**config.mk**
```make
export PLATFORM = sky130hd
export DESIGN_NAME = touch_burst_filter
export DESIGN_NICKNAME = d
export VERILOG_FILES = /design/src/rtl/tbf_pkg.sv /design/src/rtl/tbf_collect.sv /design/src/rtl/tbf_axis_avg.sv /design/src/rtl/touch_burst_filter.sv
export SDC_FILE = /design/constraint.sdc
export NUM_CORES = 1
export LEC_CHECK = 0
export BUFFER_PORTS_ARGS = -buffer_cell sky130_fd_sc_hd__buf_2
export CAP_MARGIN = 20
export CORE_MARGIN = 2
export CORE_UTILIZATION = 42
export CTS_CLUSTER_DIAMETER = 50
export DETAILED_ROUTE_END_ITERATION = 10
export PLACE_DENSITY = 0.75
export SETUP_SLACK_MARGIN = 0.4
export SLEW_MARGIN = 5
export SYNTH_ARGS = -nofsm -noshare
export SYNTH_HDL_FRONTEND = slang
export SYNTH_SLANG_ARGS = --single-unit
export TNS_END_PERCENT = 20
```
**constraint.sdc**
```tcl
create_clock -name clk -period 7.2 [get_ports clk]
set_input_delay 1.44 -clock clk [delete_from_list [all_inputs] [get_ports clk]]
set_output_delay 1.44 -clock clk [all_outputs]
set_load 0.05 [all_outputs]
```
**src/rtl/tbf_pkg.sv**
```systemverilog
package tbf_pkg;
  localparam int COORD_W = 10;
  typedef logic [COORD_W-1:0] coord_t;
  typedef struct packed {
    coord_t x;
    coord_t y;
  } point_t;
endpackage

```
**src/rtl/tbf_collect.sv**
```systemverilog
module tbf_collect
  import tbf_pkg::*;
#(
  parameter int DATA_W  = 32,
  parameter int SAMPLES = 4,
  parameter int X_LSB   = 16,
  parameter int Y_LSB   = 0,
  parameter int PEN_BIT = 31,
  parameter int KEEP_A  = 1,
  parameter int KEEP_B  = 2,
  localparam int CNT_W  = $clog2(SAMPLES + 1)
) (
  input  logic              clk,
  input  logic              rst,
  input  logic              beat,
  input  logic              burst_end,
  input  logic              ovr,
  input  logic [DATA_W-1:0] data,
  output logic [CNT_W-1:0]  eff_cnt,
  output point_t            eff_a,
  output point_t            eff_b,
  output logic              eff_pen,
  output logic              eff_ovr
);
  logic [CNT_W-1:0] cnt;
  logic             take;
  logic             pen_q;
  logic             ovr_q;
  logic             last_hit;
  point_t           cur;
  point_t           kept [2];
  logic             unused_bits;

  assign unused_bits = ^data;
  assign take     = beat && (cnt < CNT_W'(SAMPLES));
  assign cur      = '{x: data[X_LSB +: COORD_W], y: data[Y_LSB +: COORD_W]};
  assign last_hit = take && (cnt == CNT_W'(SAMPLES - 1));

  always_ff @(posedge clk) begin
    if (rst || burst_end) cnt <= '0;
    else if (take)        cnt <= cnt + CNT_W'(1);
  end

  // only the two averaged words are stored, as coordinate fields
  for (genvar k = 0; k < 2; k++) begin : g_keep
    localparam int IDX = (k == 0) ? KEEP_A : KEEP_B;
    logic   hit;
    point_t q;
    assign hit = take && (cnt == CNT_W'(IDX));
    always_ff @(posedge clk) begin
      if (rst || burst_end) q <= '0;
      else if (hit)         q <= cur;
    end
    assign kept[k] = hit ? cur : q;
  end

  always_ff @(posedge clk) begin
    if (rst || burst_end) pen_q <= 1'b0;
    else if (last_hit)    pen_q <= data[PEN_BIT];
  end

  always_ff @(posedge clk) begin
    if (rst || burst_end) ovr_q <= 1'b0;
    else if (ovr)         ovr_q <= 1'b1;
  end

  assign eff_a   = kept[0];
  assign eff_b   = kept[1];
  assign eff_pen = last_hit ? data[PEN_BIT] : pen_q;
  assign eff_ovr = ovr_q | ovr;
  assign eff_cnt = cnt + CNT_W'(take);

  p_cnt_bound_r9: assert property (@(posedge clk) disable iff (rst)
    cnt <= CNT_W'(SAMPLES));
  p_clear_r10: assert property (@(posedge clk) disable iff (rst)
    $past(burst_end) |-> (cnt == '0));
  p_ovr_sticky_r7: assert property (@(posedge clk) disable iff (rst)
    (ovr && !burst_end) |=> eff_ovr);
endmodule

```
**src/rtl/tbf_axis_avg.sv**
```systemverilog
module tbf_axis_avg #(
  parameter int W = 10
) (
  input  logic [W-1:0] a,
  input  logic [W-1:0] b,
  output logic [W-1:0] avg
);
  logic [W:0] sum;
  // inversion against all-ones is a bitwise complement
  assign sum = {1'b0, ~a} + {1'b0, ~b};
  assign avg = sum[W:1];
endmodule

```
**src/rtl/touch_burst_filter.sv**
```systemverilog
module touch_burst_filter
  import tbf_pkg::*;
#(
  parameter int DATA_W  = 32,
  parameter int SAMPLES = 4,
  parameter int X_LSB   = 16,
  parameter int Y_LSB   = 0,
  parameter int PEN_BIT = 31,
  localparam int CNT_W  = $clog2(SAMPLES + 1)
) (
  input  logic              clk,
  input  logic              rst,
  input  logic              in_valid,
  output logic              in_ready,
  input  logic [DATA_W-1:0] in_data,
  input  logic              burst_end,
  input  logic              in_ovr,
  output logic              rep_valid,
  output logic [COORD_W-1:0] rep_x,
  output logic [COORD_W-1:0] rep_y,
  output logic              rep_touch
);
  logic             rdy_q;
  logic [CNT_W-1:0] eff_cnt;
  point_t           eff_a, eff_b;
  logic             eff_pen, eff_ovr;
  logic             fire, full_down;
  coord_t           ax_a [2];
  coord_t           ax_b [2];
  coord_t           ax_avg [2];

  assign in_ready = rdy_q;

  tbf_collect #(
    .DATA_W(DATA_W), .SAMPLES(SAMPLES), .X_LSB(X_LSB), .Y_LSB(Y_LSB),
    .PEN_BIT(PEN_BIT), .KEEP_A(1), .KEEP_B(2)
  ) u_collect (
    .clk(clk), .rst(rst), .beat(in_valid && rdy_q), .burst_end(burst_end),
    .ovr(in_ovr), .data(in_data), .eff_cnt(eff_cnt), .eff_a(eff_a),
    .eff_b(eff_b), .eff_pen(eff_pen), .eff_ovr(eff_ovr)
  );

  assign ax_a[0] = eff_a.x;
  assign ax_b[0] = eff_b.x;
  assign ax_a[1] = eff_a.y;
  assign ax_b[1] = eff_b.y;

  for (genvar ax = 0; ax < 2; ax++) begin : g_axis
    tbf_axis_avg #(.W(COORD_W)) u_avg (
      .a(ax_a[ax]), .b(ax_b[ax]), .avg(ax_avg[ax])
    );
  end

  assign fire      = burst_end && !eff_ovr;
  assign full_down = (eff_cnt == CNT_W'(SAMPLES)) && !eff_pen;

  always_ff @(posedge clk) begin
    if (rst) begin
      rdy_q     <= 1'b0;
      rep_valid <= 1'b0;
      rep_touch <= 1'b0;
      rep_x     <= '0;
      rep_y     <= '0;
    end else begin
      rdy_q     <= 1'b1;
      rep_valid <= fire;
      if (fire) rep_touch <= full_down;
      if (fire && full_down) begin
        rep_x <= ax_avg[0];
        rep_y <= ax_avg[1];
      end
    end
  end

  p_ready_r1: assert property (@(posedge clk) disable iff (rst)
    $past(!rst) |-> in_ready);
  p_report_r2: assert property (@(posedge clk) disable iff (rst)
    (burst_end && !eff_ovr) |=> rep_valid);
  p_pulse_r2: assert property (@(posedge clk) disable iff (rst)
    rep_valid |-> $past(burst_end));
  p_drop_ovr_r7: assert property (@(posedge clk) disable iff (rst)
    (burst_end && eff_ovr) |=> !rep_valid);
  p_short_r6: assert property (@(posedge clk) disable iff (rst)
    (fire && eff_cnt != CNT_W'(SAMPLES)) |=> !rep_touch);
  p_hold_r8: assert property (@(posedge clk) disable iff (rst)
    (rep_valid && !rep_touch) |-> ($stable(rep_x) && $stable(rep_y)));
endmodule

```
==> results.toml <==
[setup_path]
slowest_delay_ns = 0.70
worstPathArrival_ns = 4.57
crit_buf_inv = 2
endpoint_kind = "flip-flop"
crit_path_top_delay_cell = "nand4b_1"
crit_family = "simple AND/OR/NAND/NOR gates"
startpoint_type = "input port"
crit_fanout = 11
required_ns = 7.49
crit_type = "input port to flip-flop"
worstPathCellList = "buf_2, nand4b_1, buf_4, mux2i_1, ha_1, nor2b_1, o31a_1, o32ai_1, xnor2_1, nand2_1, a21oi_1"

[sta]
drv_slew = 0
timing.final.hold_violations = 0
tns_ns = 0
setup_ws_ns = 2.92
rsz0062_at_grt = "false"
setup_viol = 0
fin_crit_sh_pct = 59.4
finalCriticalPeriod_ns = 4.28
slew_headroom_pct = 37.9
worst_pin_slew_ns = 0.928
worst_clock_skew_ns = 0.00579
fmax_ghz = 0.234

[place]
post_dp_cell_area_sq_um = 3650
portBuffers = 48
place_congestion = 0.819
dp_cells = 497
dp_worst_setup_slack_ns = 2.57
dp_hpwl_mm = 5.18

[clock_tree]
cts_tree = "done"
hold_buffers = 0
cts_max_level = 3
postCtsSetupRepairBufs = 0
clock-sinks = 68
ctsResizeCount = 0
cts_buffers = 9
root_buffer = "clkbuf_8"
clk_path_buf_depth = 2
cts.clk_slew.worst_paths_ns = 0.07
clock_latency_ns = 0.35

[synthesis]
syn_area_per_cell_sq_um = 9.24
yosysSeqAreaShare_pct = 40.8
synth_top_family_by_area = "simple AND/OR/NAND/NOR gates"
syn-cell-area_sq_um = 3340
synth_warnings = 0
synth_fp_nets = 424
synth-compound-area-share_pct = 12.8
yosys.area_share.simple_pct = 17.8
ys_ff_latch = 68
synthXorXnorAreaFrac_pct = 2.10
ys_types = 44
synthMuxAreaShare_pct = 13.1
synthCells = 361
synthAdderAreaFrac_pct = 10.2

[floorplan]
pin_count = 60
chipWidth_um = 93.1
core-area_sq_um = 7730
dieArea_sq_um = 8670
num_rows = 32
die_y_um = 93.1
initial_utilization_pct = 43.2

[route]
wl_per_cell_um = 14.3
first_pass_iters = 4
wl_mm = 7.31
detail-route-antenna-nets = 0
num_vias = 2702
drc = 0
drt-initial-drc-count = 105
viasPerCell = 5.27

[global_routing]
grt_pass1_wl_mm = 11.7
antenna_found_initial = 0
grt_max_degree = 46
grt-ovfl-total = 0
grt_pass1_vias = 2511
grt_usage_pct = 17.3

[pwr]
irDropWorstVdd_uv = 78.9
total_power_w = 0.000696
cellLeakagePower_nw = 1.83
p_per_area_nw_per_um2 = 183

[cells_and_area]
multi_input_area_sq_um = 1870
seqCellArea_sq_um = 1360
n_antenna_cell = 0
nFillCells = 725
layout.nets = 469
fin_area_sq_um = 3810
area_growth_pct = 14.2
drive_above_1_share_pct = 17.3
stdcell_count = 513

[min_path]
holdCritPathClass = "flip-flop to flip-flop"

[status]
status = "finished, final reports clean"

[flow_run]
drv_cap = 0
==> cells by family (layout without fill, tap and decap cells) <==
kind of cell	after synthesis	count (layout)
multiplexers	41	41
XOR/XNOR	8	8
buffers and inverters	25	75
adder cells (fa/ha/maj)	26	26
AND/OR/NAND/NOR	130	130
AO/OA/AOI/OAI	63	63
flip-flops	68	68
==> final timing paths <==
check                           startpoint                     end  slack (ns)  cells after the start
max                               in_valid   rep_y[7]$_SDFFE_PP0P_        2.92                     11
min                 rep_touch$_SDFFE_PP0P_  rep_touch$_SDFFE_PP0P_        0.45                      2
max reg2reg  u_collect.cnt[0]$_SDFFE_PP0N_   rep_y[7]$_SDFFE_PP0P_        3.54                     11
min reg2reg         rep_touch$_SDFFE_PP0P_  rep_touch$_SDFFE_PP0P_        0.45                      2
==> tightest hold or removal path: stages (launching register included) <==
cell,delay (ns)
dfxtp_1,0.31
nand2_1,0.05
a21oi_1,0.05
==> registers in the layout, indices dropped and copies added, names as in the netlist <==
register and cells:
u_collect.cnt 3, u_collect.g_keep.q 40, rep_touch 1, rep_valid 1, rep_x 10, u_collect.pen_q 1
u_collect.ovr_q 1, rep_y 10, in_ready 1
==> cells in the final DEF (no fill, tap or decap), drive strengths merged, types with 2 or more instances in the layout <==
cell type / Yosys / routed
a211oi: 7 / 7
a21o: 5 / 5
a21oi: 20 / 20
a31o: 2 / 2
a41oi: 3 / 3
and3: 6 / 6
buf: 6 / 50
clkbuf: 10 / 14
clkinv: 0 / 2
dfxtp: 68 / 68
fa: 2 / 2
ha: 24 / 24
inv: 9 / 9
mux2i: 41 / 41
nand2: 23 / 23
nand3: 10 / 10
nand4: 3 / 3
nand4b: 3 / 3
nor2: 66 / 66
nor2b: 5 / 5
nor3: 3 / 3
o211ai: 2 / 2
o21a: 7 / 7
o21ai: 7 / 7
or2: 3 / 3
or3: 4 / 4
xnor2: 8 / 8
==> metal layers <==
metal	part of all wire [%]	track usage, %	vias up
li1	-	-	1366
met1	45	21.5	1257
met2	48	28.6	64
met3	4.6	3.30	15
met4	2.7	9.07	0
met5	0	0	-
==> through the flow <==
| stage | utilization [%] | hold WS, ns |
|---|---|---|
| finish | 49.3 | 0.452 |
| global route | 49.3 | 0.477 |
| floorplan | - | 0.445 |
| CTS | 49.3 | 0.453 |
| global placement | 47.2 | 0.439 |
| detailed placement | 47.2 | 0.444 |
==> area by class of cell <==
cell class	count	share of cell area, %
Tap cell	102	3.35
Multi-Input combinational cell	268	49.0
Clock buffer	14	4.01
Inverter	9	0.887
Sequential cell	68	35.7
Clock inverter	2	0.263
Timing Repair Buffer	50	6.70
==> power by group <==
| part | internal (W) | total (W) | switching [W] |
|---|---|---|---|
| combinational | 0.0000155 | 0.0000408 | 0.0000253 |
| sequential | 0.000378 | 0.000379 | 0.00000138 |
| clock | 0.000134 | 0.000276 | 0.000142 |
| total | 0.000527 | 0.000696 | 0.000169 |
==> cells in the mapped netlist, drive strengths merged <==
cell type  number  area, sq um
or4             1         7.51
o21a            7         52.6
a32oi           1         8.76
o211ai          2         15.0
nor2           66          248
o21ai           7         35.0
xnor2           8         70.1
a41oi           3         26.3
nand2          23         86.3
nand4           3         25.0
a31o            2         17.5
or2             3         18.8
and3            6         37.5
nor4            1         6.26
a221o           1         10.0
nor2b           5         31.3
nand3          10         50.1
or3b            1         8.76
nor3            3         15.0
fa              2         40.0
o41ai           1         8.76
ha             24          300
buf             6         35.0
o221ai          1         8.76
dfxtp          68         1360
o31ai           1         12.5
a2111oi         1         8.76
a21oi          20          100
a211oi          7         52.6
nand4b          3         26.3
o31a            1         8.76
or3             4         25.0
a211o           1         8.76
nor4b           1         8.76
mux2i          41          435
clkbuf         10         37.5
o32ai           1         8.76
inv             9         33.8
a21o            5         37.5
a21boi          1         7.51
No activity file was read; power rests on OpenSTA's default activity.
